**config.mk**
```make
export PLATFORM = sky130hd
export DESIGN_NAME = shmul_top
export DESIGN_NICKNAME = d
export VERILOG_FILES = /design/src/rtl/shmul_pkg.sv /design/src/rtl/shmul_adder.sv /design/src/rtl/shmul_ctrl.sv /design/src/rtl/shmul_datapath.sv /design/src/rtl/shmul_top.sv
export SDC_FILE = /design/constraint.sdc
export NUM_CORES = 1
export LEC_CHECK = 0
export BUFFER_PORTS_ARGS = -buffer_cell sky130_fd_sc_hd__buf_2
export CAP_MARGIN = 20
export CELL_PAD_IN_SITES_DETAIL_PLACEMENT = 1
export CELL_PAD_IN_SITES_GLOBAL_PLACEMENT = 1
export CORE_ASPECT_RATIO = 1.1
export CORE_MARGIN = 2
export CORE_UTILIZATION = 36
export CTS_CLUSTER_DIAMETER = 50
export CTS_CLUSTER_SIZE = 28
export DETAILED_ROUTE_END_ITERATION = 8
export GPL_TIMING_DRIVEN = 0
export PLACE_DENSITY_LB_ADDON = 0.1
export REMOVE_ABC_BUFFERS = 1
export SETUP_SLACK_MARGIN = 0.02
export SLEW_MARGIN = 40
export SYNTH_ARGS = -nofsm -noshare
export SYNTH_HDL_FRONTEND = slang
export SYNTH_SLANG_ARGS = --single-unit
```
**constraint.sdc**
```tcl
create_clock -name clk -period 13 [get_ports clk]
set_input_delay 2.6 -clock clk [delete_from_list [all_inputs] [get_ports clk]]
set_output_delay 2.6 -clock clk [all_outputs]
set_load 0.05 [all_outputs]
```
**src/rtl/shmul_pkg.sv**
```systemverilog
// Shared types for the shift-add multiplier.
// Assumes: nothing beyond a two-state control sequence.
package shmul_pkg;
    typedef enum logic {
        ST_IDLE = 1'b0,
        ST_RUN  = 1'b1
    } shmul_state_e;
endpackage

```
**src/rtl/shmul_adder.sv**
```systemverilog
// Ripple-carry adder of W bits with carry out in the top bit of sum.
// Assumes: W >= 1; purely combinational.
module shmul_adder #(
    parameter int W = 32
) (
    input  logic [W-1:0] x,
    input  logic [W-1:0] y,
    output logic [W:0]   sum
);
    logic [W:0] carry;

    assign carry[0] = 1'b0;

    // One full-adder cell per bit position.
    for (genvar i = 0; i < W; i++) begin : g_bit
        assign sum[i]     = x[i] ^ y[i] ^ carry[i];
        assign carry[i+1] = (x[i] & y[i]) | (carry[i] & (x[i] ^ y[i]));
    end

    assign sum[W] = carry[W];
endmodule

```
**src/rtl/shmul_ctrl.sv**
```systemverilog
// Sequencer: accepts start when idle, counts OP_W iterations, pulses done.
// Assumes: OP_W >= 2; start is ignored while running.
module shmul_ctrl
    import shmul_pkg::*;
#(
    parameter int OP_W = 32
) (
    input  logic clk,
    input  logic rst_n,
    input  logic start,
    output logic load,
    output logic step,
    output logic busy,
    output logic done
);
    localparam int CNT_W = $clog2(OP_W);

    shmul_state_e     state_q;
    logic [CNT_W-1:0] iter_q;
    logic             last_iter;

    assign load      = start && (state_q == ST_IDLE);
    assign step      = (state_q == ST_RUN);
    assign busy      = step;
    assign last_iter = (iter_q == CNT_W'(OP_W - 1));

    // State, iteration counter and done pulse.
    always_ff @(posedge clk) begin
        if (!rst_n) begin
            state_q <= ST_IDLE;
            iter_q  <= '0;
            done    <= 1'b0;
        end else begin
            done <= 1'b0;
            if (load) begin
                state_q <= ST_RUN;
                iter_q  <= '0;
            end else if (step) begin
                iter_q <= iter_q + 1'b1;
                if (last_iter) begin
                    state_q <= ST_IDLE;
                    done    <= 1'b1;
                end
            end
        end
    end
endmodule

```
**src/rtl/shmul_datapath.sv**
```systemverilog
// Multiplicand register, product register and one OP_W-bit adder.
// The low half of the product register starts out holding the multiplier.
// Assumes: load and step are never high together.
module shmul_datapath #(
    parameter int OP_W = 32
) (
    input  logic              clk,
    input  logic              rst_n,
    input  logic              load,
    input  logic              step,
    input  logic [OP_W-1:0]   a,
    input  logic [OP_W-1:0]   b,
    output logic [2*OP_W-1:0] product
);
    localparam int PW = 2 * OP_W;

    logic [OP_W-1:0] mcand_q;
    logic [PW-1:0]   prod_q;
    logic [OP_W-1:0] addend;
    logic [OP_W:0]   upper_sum;
    logic [PW-1:0]   prod_next;

    // Addend is the multiplicand only when the tested bit is set.
    always_comb begin
        addend = prod_q[0] ? mcand_q : '0;
    end

    shmul_adder #(.W(OP_W)) u_adder (
        .x   (prod_q[PW-1:OP_W]),
        .y   (addend),
        .sum (upper_sum)
    );

    // Carry lands in the top bit; the register shifts right by one.
    always_comb begin
        prod_next = {upper_sum, prod_q[OP_W-1:1]};
    end

    // Operand load and per-iteration update.
    always_ff @(posedge clk) begin
        if (!rst_n) begin
            mcand_q <= '0;
            prod_q  <= '0;
        end else if (load) begin
            mcand_q <= a;
            prod_q  <= {{OP_W{1'b0}}, b};
        end else if (step) begin
            prod_q  <= prod_next;
        end
    end

    assign product = prod_q;
endmodule

```
**src/rtl/shmul_top.sv**
```systemverilog
// Sequential unsigned multiplier: OP_W x OP_W -> 2*OP_W bits.
// Takes OP_W cycles after the accepting edge.
// Assumes: synchronous active-low reset; operands are sampled only with start.
module shmul_top #(
    parameter int OP_W = 32
) (
    input  logic              clk,
    input  logic              rst_n,
    input  logic              start,
    input  logic [OP_W-1:0]   a,
    input  logic [OP_W-1:0]   b,
    output logic              busy,
    output logic              done,
    output logic [2*OP_W-1:0] product
);
    logic load;
    logic step;

    shmul_ctrl #(.OP_W(OP_W)) u_ctrl (
        .clk   (clk),
        .rst_n (rst_n),
        .start (start),
        .load  (load),
        .step  (step),
        .busy  (busy),
        .done  (done)
    );

    shmul_datapath #(.OP_W(OP_W)) u_dp (
        .clk     (clk),
        .rst_n   (rst_n),
        .load    (load),
        .step    (step),
        .a       (a),
        .b       (b),
        .product (product)
    );
endmodule

```
==> results.txt <==
* Achievable clock frequency: 79.6 MHz
* Reg2Reg Capture Point: u_dp.product[62]
* Via-to-Cell Ratio: 4.86
- Kind of start point of the critical path: register
- Post-synth design cell area: 0.00484 mm^2
- The first global-routing pass estimated 18.9 mm of wire.
- Min cycle time layout: 12.56 ns
- Once placement finished, the instance area stood at 0.00555 mm^2.
- Most frequent cells in the layout: sky130_fd_sc_hd__buf_2, sky130_fd_sc_hd__dfxtp_1, sky130_fd_sc_hd__nand2_1
* Reg-to-reg slack, setup: 0.44 ns
* Initial standard-cell utilization of the core: 0.368
- Final design area excluding fillers: 0.00593 mm^2
- The later pin in the worst-skew pair is clocked with a latency of 0.35 ns.
- Width of the die: 115 um
- Fill cells in the final layout number 1,561.
- The synthesized design contains 103 register bits.
* Hold Path Stages: 2
- Dividing total power by cell area gives a power density of 128 mW/mm^2.
- 133 I/O pins were placed.
* Antenna violations before repair: 1
* Worst rel slew slack: 0.545
* Num CTS Buffers: 9
- The Yosys step of the flow raised 0 warnings.
* Die Footprint: 0.0144 mm^2
- Post-Syn Area per Cell: 9.88 um^2
- Static leakage: 2.76 nW
- The synthesized netlist contains 27 unique library cells.
- TritonCTS built the clock tree.
* Count of input and output buffers: 132
- H-Tree Level Count: 3
- The first detailed-routing pass took 3 iterations.
- In the final layout, the multi-input gates occupy 0.00255 mm^2.
- Area of the placeable core: 0.0132 mm^2
- Most common library cell in the layout ignoring fill and taps: sky130_fd_sc_hd__buf_2
- In the global route stage, overall resource usage came out at 0.169.
- Hpwl dp: 7.65 mm
- After technology mapping, the gate count stands at 490.
- The flow ran to the end, and the final reports show no timing, DRC or antenna violations.
- The total overflow left after global routing is 0.
- Setup Skew: 0.00423 ns
* DRC marker count from the first detailed-route iteration: 56
* Arrival @ worst endpoint: 12.82 ns
- Vias in the first global route: 3,882
- Diodes inserted: 0
- In this run the most critical hold path is launched from u_dp.mcand_q[14].
- Number of setup violations in the final report: 0
* Required time of the critical path: 13.27 ns
- Maximum buffer depth of the clock tree: 2
* Crit-path max cell delay: 0.43 ns
- Area occupied by registers: 0.00207 mm^2
- The number of pins exceeding their max-slew limit in the final report was 0.
* Total clock sinks: 103
- Weighted congestion at the end of routability-driven global placement: 0.709
- RR Startpoint: u_dp.product[0]
- In the routed design, unresolved DRC markers number 0.
- Area growth from synthesis to layout: 22.4%
- In this run the core area contains 44 standard-cell rows.
- For this block, the via count after detailed routing is 3,719.
- Summed over all layers, the routed wires come to 11.6 mm.
- The largest individual stage delay along the critical path comes from the cell sky130_fd_sc_hd__fa_1.
- The number of hold buffers added after CTS was 0.
* Endpoint of the worst hold path: u_dp.mcand_q[14]
- The worst-case IR drop observed on VDD is 0.0579 mV.
- The worst register-to-register path has a depth of 39.
- Of the cells placed in the final design, the portion with a size suffix greater than 1 is 0.271.
* Average wire per standard cell: 15.1 um
- Clock-pin slew was measured on the worst setup and hold paths at 0.07 ns.
- Maximum capacitance violations: 0
- Setup repair after global routing missed its margin: no
* Height of the die: 126 um
* Final core occ: 0.450
* Cell seen most often among critical-path stages: sky130_fd_sc_hd__fa_1
- Entering global routing, the biggest net connects 68 pins.
- Crit share post-route: 0.966
- In this run the worst path has a maximum fanout of 2.
* CP Capture Type: register
- Hold Violations, Final: 0
- Worst-margin pin slew: 0.683 ns
- The worst setup path is of the reg2reg kind.
* Sequential fraction of the synthesis area: 0.426
- The detail route stage leaves a number of antenna-violating nets equal to 0.
- Root Buffer Master: sky130_fd_sc_hd__clkbuf_16
- In this run the worst hold path is classified as reg2reg.
- At the end of the flow, the number of nets in the layout was 702.
==> area by class of cell <==
class / instances / area share
tap: 161 / 0.0340
multi-input combinational: 341 / 0.430
clock buffer: 12 / 0.0450
timing repair buffer: 136 / 0.124
inverter: 10 / 0.00676
sequential: 103 / 0.349
clock inverter: 3 / 0.0110
==> flip-flops by register name (all words and copies together) (netlist names) <==
name,count
u_ctrl.iter_q,5
u_dp.mcand_q,32
u_dp.product,64
u_ctrl.busy,1
u_ctrl.done,1
==> cell families (layout without fill, tap and decap cells) <==
group / Yosys count / in the layout / share of synthesized area
fa+ha+maj: 34 / 34 / 0.136
flops: 103 / 103 / 0.426
compound gates: 102 / 102 / 0.126
mux: 61 / 61 / 0.126
xor+xnor: 3 / 3 / 0.00543
buf+inv: 46 / 161 / 0.0530
simple gates: 141 / 141 / 0.128
==> synth_stat cells <==
library cell,count,share of area
sky130_fd_sc_hd__o211a_1,1,0.0021
sky130_fd_sc_hd__dfxtp_1,103,0.43
sky130_fd_sc_hd__a21boi_0,2,0.0031
sky130_fd_sc_hd__mux2i_1,61,0.13
sky130_fd_sc_hd__buf_6,2,0.0047
sky130_fd_sc_hd__xor2_1,2,0.0036
sky130_fd_sc_hd__inv_4,1,0.0013
sky130_fd_sc_hd__inv_1,9,0.0070
sky130_fd_sc_hd__buf_4,15,0.023
sky130_fd_sc_hd__clkbuf_1,11,0.0085
sky130_fd_sc_hd__nand4_1,1,0.0013
sky130_fd_sc_hd__a21boi_1,30,0.047
sky130_fd_sc_hd__nand2_1,70,0.054
sky130_fd_sc_hd__buf_2,8,0.0083
sky130_fd_sc_hd__a211oi_1,5,0.0078
sky130_fd_sc_hd__and2_1,28,0.036
sky130_fd_sc_hd__ha_1,3,0.0078
sky130_fd_sc_hd__xnor2_1,1,0.0018
sky130_fd_sc_hd__o21ai_1,8,0.0083
sky130_fd_sc_hd__o21ai_0,24,0.025
sky130_fd_sc_hd__nand2b_1,1,0.0013
sky130_fd_sc_hd__nor2_1,37,0.029
sky130_fd_sc_hd__and3_1,2,0.0026
sky130_fd_sc_hd__and2b_1,1,0.0016
sky130_fd_sc_hd__fa_1,31,0.13
sky130_fd_sc_hd__nand2_4,1,0.0023
sky130_fd_sc_hd__a21oi_1,32,0.033
==> per-stage QoR <==
step / TNS, ns / setup WS, ns / hold WS, ns / total power (W) / instances
final: 0 / 0.444 / 0.447 / 0.000760 / 766
after global routing: 0 / 0.0611 / 0.467 / 0.000800 / 766
after CTS: 0 / 0.0609 / 0.451 / 0.000774 / 766
after detailed placement: -0.147 / -0.147 / 0.441 / 0.000468 / 749
after global placement: -0.480 / -0.366 / 0.436 / 0.000464 / 747
after floorplan: 0 / 0.309 / 0.430 / 0.000426 / 454
==> worst max-delay path by stage <==
stage,start,end,slack [ns],depth (start not counted)
6_report,u_dp.product[0],u_dp.product[62],0.44,39
5_1_grt,u_dp.product[0],u_dp.product[62],0.06,39
4_1_cts,u_dp.product[0],u_dp.product[62],0.06,39
3_5_place_dp,u_dp.product[0],u_dp.product[62],-0.15,39
3_3_place_gp,u_dp.product[0],u_dp.product[62],-0.37,39
2_1_floorplan,u_dp.product[0],u_dp.product[62],0.31,39
==> critical path: cells and delay by family (launching register included) <==
family | cells | cell delay, ns
buffers and inverters | 5 | 0.32
AND/OR/NAND/NOR | 1 | 0.13
adder cells (fa/ha/maj) | 32 | 11.44
flip-flops | 1 | 0.35
AO/OA/AOI/OAI | 1 | 0.21
==> metal layers <==
layer / part of all wire / GRT usage / up-vias
met1: 0.43 / 0.205 / 1768
met5: 0 / 0 / -
met2: 0.48 / 0.277 / 95
li1: - / - / 1844
met3: 0.074 / 0.0630 / 12
met4: 0.014 / 0.0538 / 0
==> what timing repair did <==
action                     4_1_cts  5_1_grt
setup endpoints to repair        1        1
gates resized for setup          1        7
buffers inserted                 2        0
==> power by group <==
part           internal, W  total, W  leakage [nW]  switching (W)
sequential        0.000332  0.000344         0.845      0.0000124
clock             0.000183  0.000300         0.165       0.000117
combinational    0.0000379  0.000116          1.75      0.0000780
total             0.000553  0.000760          2.76       0.000208
Power figures use the tool's default switching activity.
